<file path="config.mk">
export PLATFORM = sky130hd
export DESIGN_NAME = dbp_timer_ctrl
export DESIGN_NICKNAME = d
export VERILOG_FILES = /design/src/rtl/dbp_pkg.sv /design/src/rtl/dbp_bat_filter.sv /design/src/rtl/dbp_min_timer.sv /design/src/rtl/dbp_timer_ctrl.sv
export SDC_FILE = /design/constraint.sdc
export NUM_CORES = 1
export LEC_CHECK = 0
export BUFFER_PORTS_ARGS = -buffer_cell sky130_fd_sc_hd__buf_2
export CAP_MARGIN = 10
export CORE_ASPECT_RATIO = 0.5
export CORE_MARGIN = 5
export CORE_UTILIZATION = 45
export CTS_CLUSTER_DIAMETER = 60
export DETAILED_ROUTE_END_ITERATION = 10
export PLACE_DENSITY_LB_ADDON = 0.1
export SETUP_SLACK_MARGIN = 0.4
export SLEW_MARGIN = 10
export SYNTH_ARGS = -nofsm -noshare
export SYNTH_HDL_FRONTEND = slang
export SYNTH_SLANG_ARGS = --single-unit
</file>
<file path="constraint.sdc">
create_clock -name clk -period 1.9 [get_ports clk]
set_clock_uncertainty 0.05 [all_clocks]
set_input_delay 0.19 -clock clk [delete_from_list [all_inputs] [get_ports clk]]
set_output_delay 0.19 -clock clk [all_outputs]
set_load 0.01 [all_outputs]
</file>
<file path="src/rtl/dbp_pkg.sv">
package dbp_pkg;

   typedef enum logic [1:0] {
      PK_STD = 2'd0,
      PK_CDN = 2'd1,
      PK_DED = 2'd2,
      PK_RSV = 2'd3
   } port_kind_e;

   typedef enum logic [1:0] {
      ST_IDLE  = 2'd0,
      ST_RUN   = 2'd1,
      ST_DONE  = 2'd2,
      ST_FAULT = 2'd3
   } sup_state_e;

endpackage

</file>
<file path="src/rtl/dbp_bat_filter.sv">
module dbp_bat_filter #(
   parameter int SYNC_STAGES  = 2,
   parameter int DEBOUNCE_CYC = 500000
) (
   input  logic clk,
   input  logic rst_n,
   input  logic raw_i,
   output logic good_o
);
   localparam int CW = $clog2(DEBOUNCE_CYC + 1);
   localparam logic [CW-1:0] CNT_LAST = CW'(DEBOUNCE_CYC - 1);

   logic [SYNC_STAGES-1:0] sh_q;
   logic [CW-1:0]          cnt_q;
   logic                   good_q;
   logic                   synced;

   always_ff @(posedge clk or negedge rst_n) begin
      if (!rst_n) sh_q <= '0;
      else        sh_q <= {sh_q[SYNC_STAGES-2:0], raw_i};
   end

   assign synced = sh_q[SYNC_STAGES-1];

   always_ff @(posedge clk or negedge rst_n) begin
      if (!rst_n) begin
         cnt_q  <= '0;
         good_q <= 1'b0;
      end else if (synced == good_q) begin
         cnt_q <= '0;
      end else if (cnt_q == CNT_LAST) begin
         good_q <= synced;
         cnt_q  <= '0;
      end else begin
         cnt_q <= cnt_q + 1'b1;
      end
   end

   assign good_o = good_q;

   // the filtered level only moves after a full run of disagreeing samples
   assert_full_debounce_R10: assert property (@(posedge clk) disable iff (!rst_n)
      !$stable(good_q) |-> $past(cnt_q) == CNT_LAST);

endmodule

</file>
<file path="src/rtl/dbp_min_timer.sv">
module dbp_min_timer #(
   parameter longint unsigned PRESCALE = 64'd3000000000,
   parameter int              MINUTES  = 30
) (
   input  logic clk,
   input  logic rst_n,
   input  logic run_i,
   output logic expire_o
);
   localparam int MW = $clog2(MINUTES + 1);
   localparam logic [MW-1:0] MIN_LAST = MW'(MINUTES - 1);

   logic          tick;
   logic [MW-1:0] min_q;

   generate
      if (PRESCALE == 64'd1) begin : g_no_pre
         assign tick = 1'b1;
      end else begin : g_pre
         localparam int PW = $clog2(PRESCALE);
         localparam logic [PW-1:0] PRE_LAST = PW'(PRESCALE - 64'd1);
         logic [PW-1:0] pre_q;

         always_ff @(posedge clk or negedge rst_n) begin
            if (!rst_n)              pre_q <= '0;
            else if (!run_i)         pre_q <= '0;
            else if (pre_q == PRE_LAST) pre_q <= '0;
            else                     pre_q <= pre_q + 1'b1;
         end

         assign tick = (pre_q == PRE_LAST);

         // prescaler starts from zero whenever a window begins
         assert_pre_clear_R1: assert property (@(posedge clk) disable iff (!rst_n)
            !run_i |=> pre_q == '0);
      end
   endgenerate

   always_ff @(posedge clk or negedge rst_n) begin
      if (!rst_n)                 min_q <= '0;
      else if (!run_i)            min_q <= '0;
      else if (tick)              min_q <= (min_q == MIN_LAST) ? '0 : min_q + 1'b1;
   end

   assign expire_o = run_i && tick && (min_q == MIN_LAST);

   // minute counter stays inside the configured window
   assert_min_bound_R1: assert property (@(posedge clk) disable iff (!rst_n)
      min_q <= MIN_LAST);

endmodule

</file>
<file path="src/rtl/dbp_timer_ctrl.sv">
module dbp_timer_ctrl
   import dbp_pkg::*;
#(
   parameter int              CLK_KHZ      = 50000,
   parameter longint unsigned PRESCALE     = 64'd3000000000,
   parameter int              MINUTES      = 30,
   parameter int              MAX_MINUTES  = 45,
   parameter int              SYNC_STAGES  = 2,
   parameter int              DEBOUNCE_CYC = 500000
) (
   input  logic       clk,
   input  logic       rst_n,
   input  logic       bus_valid_i,
   input  logic       det_done_i,
   input  logic [1:0] port_kind_i,
   input  logic       bat_good_i,
   output logic       sw_open_o,
   output logic       dp_src_en_o,
   output logic       chg_det_o,
   output logic       chg_allow_o
);
   localparam longint RESP_CYC  = longint'(SYNC_STAGES + DEBOUNCE_CYC);
   localparam longint LIMIT_CYC = longint'(CLK_KHZ) * 30;

   generate
      if (MINUTES < 1 || MINUTES > MAX_MINUTES) begin : g_bad_minutes
         $error("window length outside the allowed minute range");
      end
      if (MAX_MINUTES > 45) begin : g_bad_ceiling
         $error("minute ceiling above 45");
      end
      if (SYNC_STAGES < 2 || DEBOUNCE_CYC < 1) begin : g_bad_filter
         $error("battery filter needs two sync flops and a nonzero debounce");
      end
      if (RESP_CYC > LIMIT_CYC) begin : g_slow_filter
         $error("battery filter response exceeds 30 ms");
      end
   endgenerate

   sup_state_e st_q;
   port_kind_e kind_q;
   logic       bat_ok;
   logic       timer_exp;
   logic       is_charger;

   dbp_bat_filter #(
      .SYNC_STAGES  (SYNC_STAGES),
      .DEBOUNCE_CYC (DEBOUNCE_CYC)
   ) i_filter (
      .clk    (clk),
      .rst_n  (rst_n),
      .raw_i  (bat_good_i),
      .good_o (bat_ok)
   );

   dbp_min_timer #(
      .PRESCALE (PRESCALE),
      .MINUTES  (MINUTES)
   ) i_timer (
      .clk      (clk),
      .rst_n    (rst_n),
      .run_i    (st_q == ST_RUN),
      .expire_o (timer_exp)
   );

   always_ff @(posedge clk or negedge rst_n) begin
      if (!rst_n) begin
         st_q   <= ST_IDLE;
         kind_q <= PK_STD;
      end else if (!bus_valid_i) begin
         st_q <= ST_IDLE;
      end else begin
         unique case (st_q)
            ST_IDLE: if (det_done_i) begin
               st_q   <= ST_RUN;
               kind_q <= port_kind_e'(port_kind_i);
            end
            ST_RUN: if (timer_exp) st_q <= bat_ok ? ST_DONE : ST_FAULT;
            default: st_q <= st_q;
         endcase
      end
   end

   assign is_charger = (kind_q == PK_CDN) || (kind_q == PK_DED);

   always_comb begin
      sw_open_o   = 1'b1;
      dp_src_en_o = 1'b0;
      chg_det_o   = 1'b0;
      chg_allow_o = 1'b0;
      unique case (st_q)
         ST_RUN: begin
            chg_allow_o = 1'b1;
            chg_det_o   = is_charger;
            if (kind_q == PK_DED) begin
               dp_src_en_o = 1'b1;
            end else begin
               sw_open_o   = !bat_ok;
               dp_src_en_o = !bat_ok;
            end
         end
         ST_DONE: begin
            chg_allow_o = 1'b1;
            chg_det_o   = is_charger;
            if (kind_q == PK_DED) dp_src_en_o = bat_ok;
            else                  sw_open_o   = !bat_ok;
         end
         default: ;
      endcase
   end

   // fault is left only through a bus drop
   assert_fault_hold_R8: assert property (@(posedge clk) disable iff (!rst_n)
      (st_q == ST_FAULT && bus_valid_i) |=> st_q == ST_FAULT);

   // a bus drop releases every status output on the next edge
   assert_bus_drop_idle_R2: assert property (@(posedge clk) disable iff (!rst_n)
      !bus_valid_i |=> (sw_open_o && !dp_src_en_o && !chg_det_o && !chg_allow_o));

   // a window ending on a flat battery lands in the fault state
   assert_flat_expiry_R7: assert property (@(posedge clk) disable iff (!rst_n)
      (timer_exp && bus_valid_i && !bat_ok) |=> (st_q == ST_FAULT && !chg_allow_o));

endmodule

</file>
-- After elaboration in Yosys (flattened, before gate mapping)
Cells that the tools add are included.
- register bits: 63
- input port bits: 7
- muxes and demuxes: 18
- reductions and logical operators: 9
- bitwise logic cells: 1
- equal/unequal tests: 12
- $add $sub $neg: 3
- operator list (kind ; count):
    32-bit two-way mux ; 2
    19-bit two-way mux ; 2
    32-bit by 1-bit adder with 32-bit output, second input constant ; 1
    32-bit equality test, second input constant ; 1
    19-bit by 1-bit adder with 19-bit output, second input constant ; 1
    19-bit equality test, second input constant ; 1
    5-bit two-way mux ; 3
    1-bit two-way mux ; 6
    2-bit two-way mux ; 3
    3-bit != test, second input constant ; 2
    3-bit AND reduction ; 2
    5-bit by 1-bit adder with 5-bit output, second input constant ; 1
    5-bit equality test, second input constant ; 1
    2-bit by 1-bit equality test with 1-bit output, second input constant ; 2
    2-bit equality test, second input constant ; 2
    2-bit case mux with 2 select lines ; 1
    3-bit by 1-bit != test with 1-bit output, second input constant ; 1
    1-bit logical AND ; 2
    2-bit zero test ; 1
    2-bit != test, second input constant ; 1
    1-bit case mux with 2 select lines ; 1
    2-bit AND reduction ; 1
    2-bit OR reduction ; 1
    1-bit equality test ; 1
    3 further kinds ; 3

-- Depth between registers and ports, before layout
Gate-level depths: netlist (run 1).
- depth in word-level cells: 6
- gate-level depth with buffers: 8
- mapped depth without buffers: 6

-- By module
A second synthesis (run 1) with hierarchy kept.
- cells, all modules: 341
- area total of the unflattened synthesis: 3360.7 um^2
- by module, submodules not included (module ; area each (um^2) ; cells an instance ; times used):
    dbp_min_timer ; 1994.4 ; 207 ; 1
    dbp_bat_filter ; 1079.8 ; 105 ; 1
    dbp_timer_ctrl ; 286.5 ; 29 ; 1

-- Worst setup path before layout (run 1)
OpenSTA, ideal clock, no wires.
- kind: reg2reg
- start: register i_timer.g_pre.pre_q[0]
- end: register i_timer.min_q[2]
- cell stages (with the launch flop): 6
- buffers on the path: 0
- path slack: -142 ps
- data arrival time: 1872 ps
- data required time: 1730 ps
- path through: dfrtp_1 -> ha_1 -> nand4_2 -> or4_4 -> or3_2 -> o211a_1
- longest elaborated chain between the ends: 2
- RTL lines (item ; line ; text):
    start, declared ; dbp_min_timer.sv:22 ; logic [PW-1:0] pre_q;
    start signal, assigned ; dbp_min_timer.sv:28 ; else pre_q <= pre_q + 1'b1;
    32-bit equality test ; dbp_min_timer.sv:31 ; assign tick = (pre_q == PRE_LAST);
    2-bit != test (no line) ; n/a ;
    end signal, assigned ; dbp_min_timer.sv:42 ; else if (tick) min_q <= (min_q == MIN_LAST) ? '0 : min_q + 1'b1;
    end, declared ; dbp_min_timer.sv:14 ; logic [MW-1:0] min_q;
No other way between the ends.
A chain may end at the register's enable or synchronous reset.

-- Worst setup path after layout (run 1)
- start: register i_filter.cnt_q[1]
- end: register i_filter.cnt_q[18]
- longest elaborated chain between the ends: 3
- elaborated cells on any way between the ends: 4
- RTL lines (item ; line ; text):
    start, declared ; dbp_bat_filter.sv:14 ; logic [CW-1:0] cnt_q;
    start signal, assigned ; dbp_bat_filter.sv:35 ; cnt_q <= cnt_q + 1'b1;
    19-bit by 1-bit adder with 19-bit output or 19-bit equality test (tied branches) ; dbp_bat_filter.sv:35, dbp_bat_filter.sv:31 ;
    19-bit two-way mux * ; dbp_bat_filter.sv:31 ; end else if (cnt_q == CNT_LAST) begin
    19-bit two-way mux * ; dbp_bat_filter.sv:29 ; end else if (synced == good_q) begin
Every way passes the cells marked *; elsewhere a longest branch is shown, timed or not.

==> metrics.yaml, run 1 <==
status:
  outcome: "finished with violations"
  violations: "setup timing"
detailed_routing:
  drt-pass1-iter-count: 4
  post_drt_wl_per_cell_um: 17.4
  drc: 0
  via_count: 3288
  vias_per_cell: 5.87
  drt_iter0_drc: 198
  postRouteAntennaNets: 0
  routed_wl_mm: 9.76
worst_setup_path:
  critPathSlowestCell: "or4_4"
  crit_chain: "ha_2 > nand4_1 > or4_4 > or4_4 > a21oi_2"
  startpoint: "i_filter.cnt_q[1]$_DFF_PN0_"
  crit_path_end_kind: "register"
  required_ns: 2.11
  path_delay_family: "simple AND/OR/NAND/NOR gates"
  cp_max_fo: 3
  r2r_end: "i_filter.cnt_q[18]$_DFF_PN0_"
  cp_slowest_stage_delay_ns: 0.57
  path_depth: 5
  reg2reg_slack_ns: -0.06
  crit-reg2reg-launch: "i_filter.cnt_q[1]$_DFF_PN0_"
  cp-start-kind: "register"
  crit_end: "i_filter.cnt_q[18]$_DFF_PN0_"
  worst-setup-path-type: "reg -> reg"
  crit_arrival_ns: 2.17
  crit_path_frequent_cell: "or4_4"
  crit_buf_inv: 0
  r2r_cells: 5
timing:
  hold_slack_ns: 0.0485
  setup_slack_ns: -0.0644
  worst_pin_slew_ns: 0.632
  rsz0062_at_grt: "true"
  finalCritPeriodShare_pct: 103
  tns_ns: -0.152
  slew_headroom_pct: 57.7
  finalSetupViolations: 4
  fin_crit_ns: 1.96
  report.final.hold_viol_count: 0
  slew_violations: 0
  fmax_mhz: 509
clocking:
  cts_buffers: 9
  cts_tree: "built"
  cts_root_buffer: "clkbuf_16"
  ctsHtreeMaxLevel: 3
  cts_buffer_depth: 2
  clock_sinks: 63
  clk_pin_slew_ns: 0.05
  insertion_delay_ns: 0.33
power:
  intPower_mw: 2.43
  comb_power_share_pct: 8.5
  total_power_mw: 3.17
  power_leakage_nw: 2.13
  p_switching_uw: 742
  ir_worst_vdd_uv: 489
  powerDensity_mw_per_mm2: 610
  swShare_pct: 23.4
  clockPowerShare_pct: 47.9
  pwr-share-seq_pct: 43.6
place:
  numPortBuffers: 10
  dpl.hpwl_mm: 5.99
  gp_congestion: 0.885
  dp.cells: 510
yosys:
  synthDistinctLibCells: 49
  synthAdderAreaFrac_pct: 2.89
  synth_edf_count: 0
  avgSynthCellArea_um2: 9.40
  synth_top_family_by_area: "simple AND/OR/NAND/NOR gates"
  seq_area_frac_synth_pct: 45.6
  ys_warn_count: 0
  synth_compound_area_share_pct: 13.6
  syn_area_mm2: 0.00346
  syn_nets: 383
  async_flop_share_pct: 100
  synthFlopType: "dfrtp_1"
  yosys.area_share.simple_pct: 26.5
  synth_xor_xnor_area_share_pct: 5.06
  muxShareOfSynthArea_pct: 2.46
  syn_inst: 368
  synth-seq-cells: 63
finish:
  drive_gt1_share_pct: 43.8
  final_common_cell: "buf_4"
  finalNonFillerCells: 560
  final_cell_mix: "66 x buf_4, 59 x dfrtp_1, 22 x nand3_1, 17 x nand2_1, 14 x nor2_1"
  diodes: 0
  nNetsFinal: 474
  areaGrowthSynthToFinish_pct: 50.3
  utilization_pct: 70.2
floorplan:
  die_x_um: 134
  core_mm2: 0.00740
  die_h_um: 72.0
  start_util_pct: 46.7
  rows: 22
  ioPinCount: 11
  die-area_mm2: 0.00965
global_route:
  grt_overflow_total: 0
  grt_first_pass_wirelength_mm: 15.6
  top_usage_layer: "met2"
  grt_pass1_vias: 3245
  met3_usage_pct: 5.33
  antenna_found_initial: 0
  grt_usage_pct: 20.4
  use_met2_pct: 34.7
  grtUsageMet1_pct: 25.3
  grt_max_degree: 44
worst_hold_path:
  hold_depth: 2
  hold_path_class: "in -> reg"
run:
  drv_cap: 0
state kept, by name (all words and copies together), names as in the netlist:
register,count
i_timer.g_pre.pre_q,32
i_filter.cnt_q,19
i_timer.min_q,5
i_filter.sh_q,2
kind_q,2
st_q,2
i_filter.good_o,1
cell usage after synthesis, drive strengths merged (2+ instances only):
library cell  number  area, um^2
nor3               8        40.0
xnor2             13         114
o41ai              4        35.0
o211ai             3        22.5
clkbuf            12        45.0
and3               9        56.3
nor4              10        62.6
mux2i              4        40.0
o311ai             2        17.5
nor4bb             2        20.0
o21ai             16        80.1
nand3             27         135
xor2               7        61.3
a31oi              5        31.3
and4               4        36.3
or4               15         116
a21oi             24         120
o31ai             12        95.1
nor2              28         105
ha                 8         100
or2                3        18.8
nor2b              3        18.8
o22ai              2        12.5
dfrtp             63        1580
nand2b             5        31.3
or4b               2        20.0
nand2             19        71.3
mux2               4        45.0
or3               12        77.6
buf                6        36.3
nand4             11        75.1
inv               15        56.3
metrics by stage:
| step | setup slack, ns | instance area, um^2 |
|---|---|---|
| 2_1_floorplan | 0.0611 | 3630 |
| 3_3_place_gp | -0.0832 | 4110 |
| 3_5_place_dp | -0.128 | 4110 |
| 4_1_cts | -0.00728 | 4850 |
| 5_1_grt | -0.148 | 5200 |
| 6_report | -0.0644 | 5200 |
repair_timing:
| item | CTS | global route |
|---|---|---|
| resized for setup | 70 | 39 |
| hold endpoints to repair | 21 | 0 |
| pin swaps | 18 | 19 |
| hold buffers | 2 | 0 |
| gates cloned | 1 | 2 |
| setup endpoints to repair | 59 | 60 |
| buffers inserted | 16 | 13 |
worst reg2reg max path, cell delays in order, from the launching register on:
cell     delay (ns)
dfrtp_1        0.37
ha_2           0.19
nand4_1        0.16
or4_4          0.57
or4_4          0.43
a21oi_2        0.12
final cells by class:
cell class	count	area (um^2)
Clock buffer	12	256
Sequential cell	63	1580
Timing Repair Buffer	98	880
Clock inverter	4	20.0
Inverter	15	56.3
Tap cell	96	120
Multi-Input combinational cell	272	2290
Fill cell	525	2200
power by group through the flow:
stage,logic [mW],registers [mW],clock network [mW]
2_1_floorplan,0.103,1.40,0
6_report,0.269,1.38,1.52
3_3_place_gp,0.193,1.40,0
5_1_grt,0.299,1.39,1.64
4_1_cts,0.236,1.38,1.55
3_5_place_dp,0.198,1.41,0
worst min path at each step:
stage                         from                            to  slack (ns)
floorplan                    rst_n   i_filter.cnt_q[0]$_DFF_PN0_       -0.16
global placement             rst_n  i_filter.cnt_q[17]$_DFF_PN0_        0.13
detailed placement           rst_n  i_filter.cnt_q[17]$_DFF_PN0_        0.14
CTS                 port_kind_i[0]         kind_q[0]$_DFFE_PN0P_        0.04
global route        port_kind_i[0]         kind_q[0]$_DFFE_PN0P_        0.04
finish              port_kind_i[0]         kind_q[0]$_DFFE_PN0P_        0.05
kinds of logic (layout without fill, tap and decap cells):
logic type               Yosys count  in the layout
AND/OR/NAND/NOR                  162            162
AO/OA/AOI/OAI                     74             74
flip-flops                        63             63
buffers and inverters             33            129
XOR/XNOR                          20             20
adder cells (fa/ha/maj)            8              8
multiplexers                       8              8
metal layers:
| layer | vias up | routed length, um |
|---|---|---|
| met2 | 79 | 4820 |
| met5 | - | 0 |
| li1 | 1553 | - |
| met3 | 26 | 426 |
| met1 | 1630 | 4280 |
| met4 | 0 | 235 |
Power figures use the tool's default switching activity.
==> inputs of run 2 (changes only) <==
--- a/config.mk
+++ b/config.mk
@@ -12,6 +12,7 @@
 export CORE_UTILIZATION = 45
 export CTS_CLUSTER_DIAMETER = 60
 export DETAILED_ROUTE_END_ITERATION = 10
+export MAX_ROUTING_LAYER = met4
 export PLACE_DENSITY_LB_ADDON = 0.1
 export SETUP_SLACK_MARGIN = 0.4
 export SLEW_MARGIN = 10
==> constraint.sdc (replaced) <==
create_clock -name clk -period 1.9 [get_ports clk]
set_clock_uncertainty 0.05 [all_clocks]
set_input_delay 0.285 -clock clk [delete_from_list [all_inputs] [get_ports clk]]
set_output_delay 0.285 -clock clk [all_outputs]
set_load 0.01 [all_outputs]
==> run 2 against run 1 <==
The run still ends with setup timing left; register-to-register slack better by 0.03 ns; sequential power hardly changed; first-iteration DRC count is 14% lower; combinational power grew 8.6%.
==> metrics.yaml, run 2 (synthesized netlist as in run 1, its figures left out) <==
power:
  powerDensity_mw_per_mm2: 649
  clockPowerShare_pct: 48.9
  p_switching_uw: 764
  power_leakage_nw: 2.03
  comb_power_share_pct: 8.9
  swShare_pct: 23.3
  intPower_mw: 2.51
  pwr-share-seq_pct: 42.2
  total_power_mw: 3.28
  ir_worst_vdd_uv: 417
finish:
  diodes: 0
  reg_top3: "i_timer.g_pre.pre_q (32), i_filter.cnt_q (19), i_timer.min_q (5)"
  final_cell_mix: "70 x buf_4, 60 x dfrtp_1, 23 x nand3_1, 17 x nand2_1, 17 x a21oi_1"
  drive_gt1_share_pct: 40.9
  largest_register: "i_timer.g_pre.pre_q"
  largest_reg_flops: 32
  nNetsFinal: 472
  areaGrowthSynthToFinish_pct: 45.8
  final_common_cell: "buf_4"
status:
  violations: "setup timing"
  outcome: "finished with violations"
timing:
  fin_crit_ns: 1.94
  slew_headroom_pct: 63.8
  report.final.hold_viol_count: 0
  finalCritPeriodShare_pct: 102
  hold_slack_ns: 0.142
  slew_violations: 0
  setup_slack_ns: -0.0352
  fmax_mhz: 517
  worst_pin_slew_ns: 0.541
  finalSetupViolations: 2
  rsz0062_at_grt: "true"
floorplan:
  die_h_um: 72.0
  ioPinCount: 11
  die-area_mm2: 0.00965
  rows: 22
  start_util_pct: 46.7
  core_mm2: 0.00740
  die_x_um: 134
worst_setup_path:
  crit_chain: "nand4_1 > or4_4 > or4_4 > a21oi_2"
  r2r_end: "i_timer.min_q[1]$_DFFE_PN0P_"
  reg2reg_slack_ns: -0.04
  crit_arrival_ns: 2.14
  critPathSlowestCell: "or4_4"
  cp-start-kind: "register"
  cp_slowest_stage_delay_ns: 0.62
  required_ns: 2.11
  crit-reg2reg-launch: "i_timer.g_pre.pre_q[29]$_DFF_PN0_"
  worst-setup-path-type: "reg -> reg"
  crit_path_end_kind: "register"
  cp_max_fo: 7
  crit_path_frequent_cell: "or4_4"
  r2r_cells: 4
worst_hold_path:
  hold_depth: 2
  hold_end: "kind_q[0]$_DFFE_PN0P_"
  hold_path_class: "in -> reg"
  hold_start: "port_kind_i[0]"
detailed_routing:
  routed_wl_mm: 9.27
  drt-pass1-iter-count: 4
  post_drt_wl_per_cell_um: 16.6
  via_count: 3265
  vias_per_cell: 5.85
  postRouteAntennaNets: 0
  drt_iter0_drc: 171
  drc: 0
global_route:
  grt_first_pass_wirelength_mm: 15.4
  grt_pass1_vias: 3247
  grt_max_degree: 30
  grt_overflow_total: 0
  antenna_found_initial: 0
  grt_usage_pct: 20.5
clocking:
  ctsHtreeMaxLevel: 3
  cts_root_buffer: "clkbuf_16"
  cts_tree: "built"
  cts_buffers: 9
  insertion_delay_ns: 0.33
  clk_pin_slew_ns: 0.06
  clock_sinks: 63
  cts_buffer_depth: 2
place:
  dpl.hpwl_mm: 5.88
  gp_congestion: 0.942
  numPortBuffers: 10
run:
  drv_cap: 0
run 2: worst max-delay path, delay by kind of cell (launching register included):
family           cells  cell delay [ns]
AND/OR/NAND/NOR      3             1.30
flip-flops           1             0.38
AO/OA/AOI/OAI        1             0.13
run 2: layer usage:
metal / track usage (%) / part of all wire (%) / up-vias / wire length [um]
met2: 33.6 / 49 / 54 / 4540
met5: - / 0 / - / 0
met1: 25.3 / 44 / 1632 / 4120
li1: - / - / 1557 / -
met3: 6.58 / 4.2 / 22 / 389
met4: 4.40 / 2.3 / 0 / 212
run 2: final cells by class:
| class | instances | area, um^2 |
|---|---|---|
| clock buffers | 10 | 229 |
| flip-flops and latches | 63 | 1580 |
| clock inverters | 6 | 61.3 |
| inverters | 15 | 56.3 |
| repair buffers | 96 | 813 |
| multi-input cells | 272 | 2190 |
| fillers | 536 | 2360 |
| well taps | 96 | 120 |
run 2: stage by stage:
step                      area (um^2)  setup TNS [ns]  util [%]  instances  setup WS [ns]
after global placement           4090          -0.213      55.3        508        -0.0863
after detailed placement         4090          -0.360      55.3        508         -0.137
after floorplan                  3630               0         -        368         0.0611
after global routing             5050           -1.83      68.2        558         -0.117
after CTS                        4830         -0.0598      65.3        549        -0.0299
final                            5050         -0.0519      68.2        558        -0.0352
run 2: repair_timing:
item,4_1_cts,5_1_grt
pin swaps,15,12
hold buffers,2,0
endpoints found under the hold margin,16,0
setup endpoints to repair,59,60
setup buffers,23,7
gates cloned,0,2
resized for setup,61,24
run 2: worst max-delay path by stage:
stage | startpoint | to | slack, ns | cells past startpoint
floorplan | i_filter.cnt_q[0]$_DFF_PN0_ | i_filter.cnt_q[18]$_DFF_PN0_ | 0.06 | 5
global placement | i_timer.g_pre.pre_q[16]$_DFF_PN0_ | i_timer.min_q[0]$_DFFE_PN0P_ | -0.09 | 6
detailed placement | i_timer.g_pre.pre_q[16]$_DFF_PN0_ | i_timer.min_q[1]$_DFFE_PN0P_ | -0.14 | 6
CTS | i_timer.g_pre.pre_q[17]$_DFF_PN0_ | i_timer.min_q[0]$_DFFE_PN0P_ | -0.03 | 6
global route | i_timer.g_pre.pre_q[17]$_DFF_PN0_ | i_timer.min_q[1]$_DFFE_PN0P_ | -0.12 | 6
finish | i_timer.g_pre.pre_q[29]$_DFF_PN0_ | i_timer.min_q[1]$_DFFE_PN0P_ | -0.04 | 4
run 2: power groups by stage:
stage / clock [mW] / combinational [mW] / sequential [mW]
finish: 1.60 / 0.292 / 1.38
detailed placement: 0 / 0.200 / 1.40
CTS: 1.64 / 0.253 / 1.38
global route: 1.72 / 0.318 / 1.38
floorplan: 0 / 0.104 / 1.40
global placement: 0 / 0.197 / 1.40
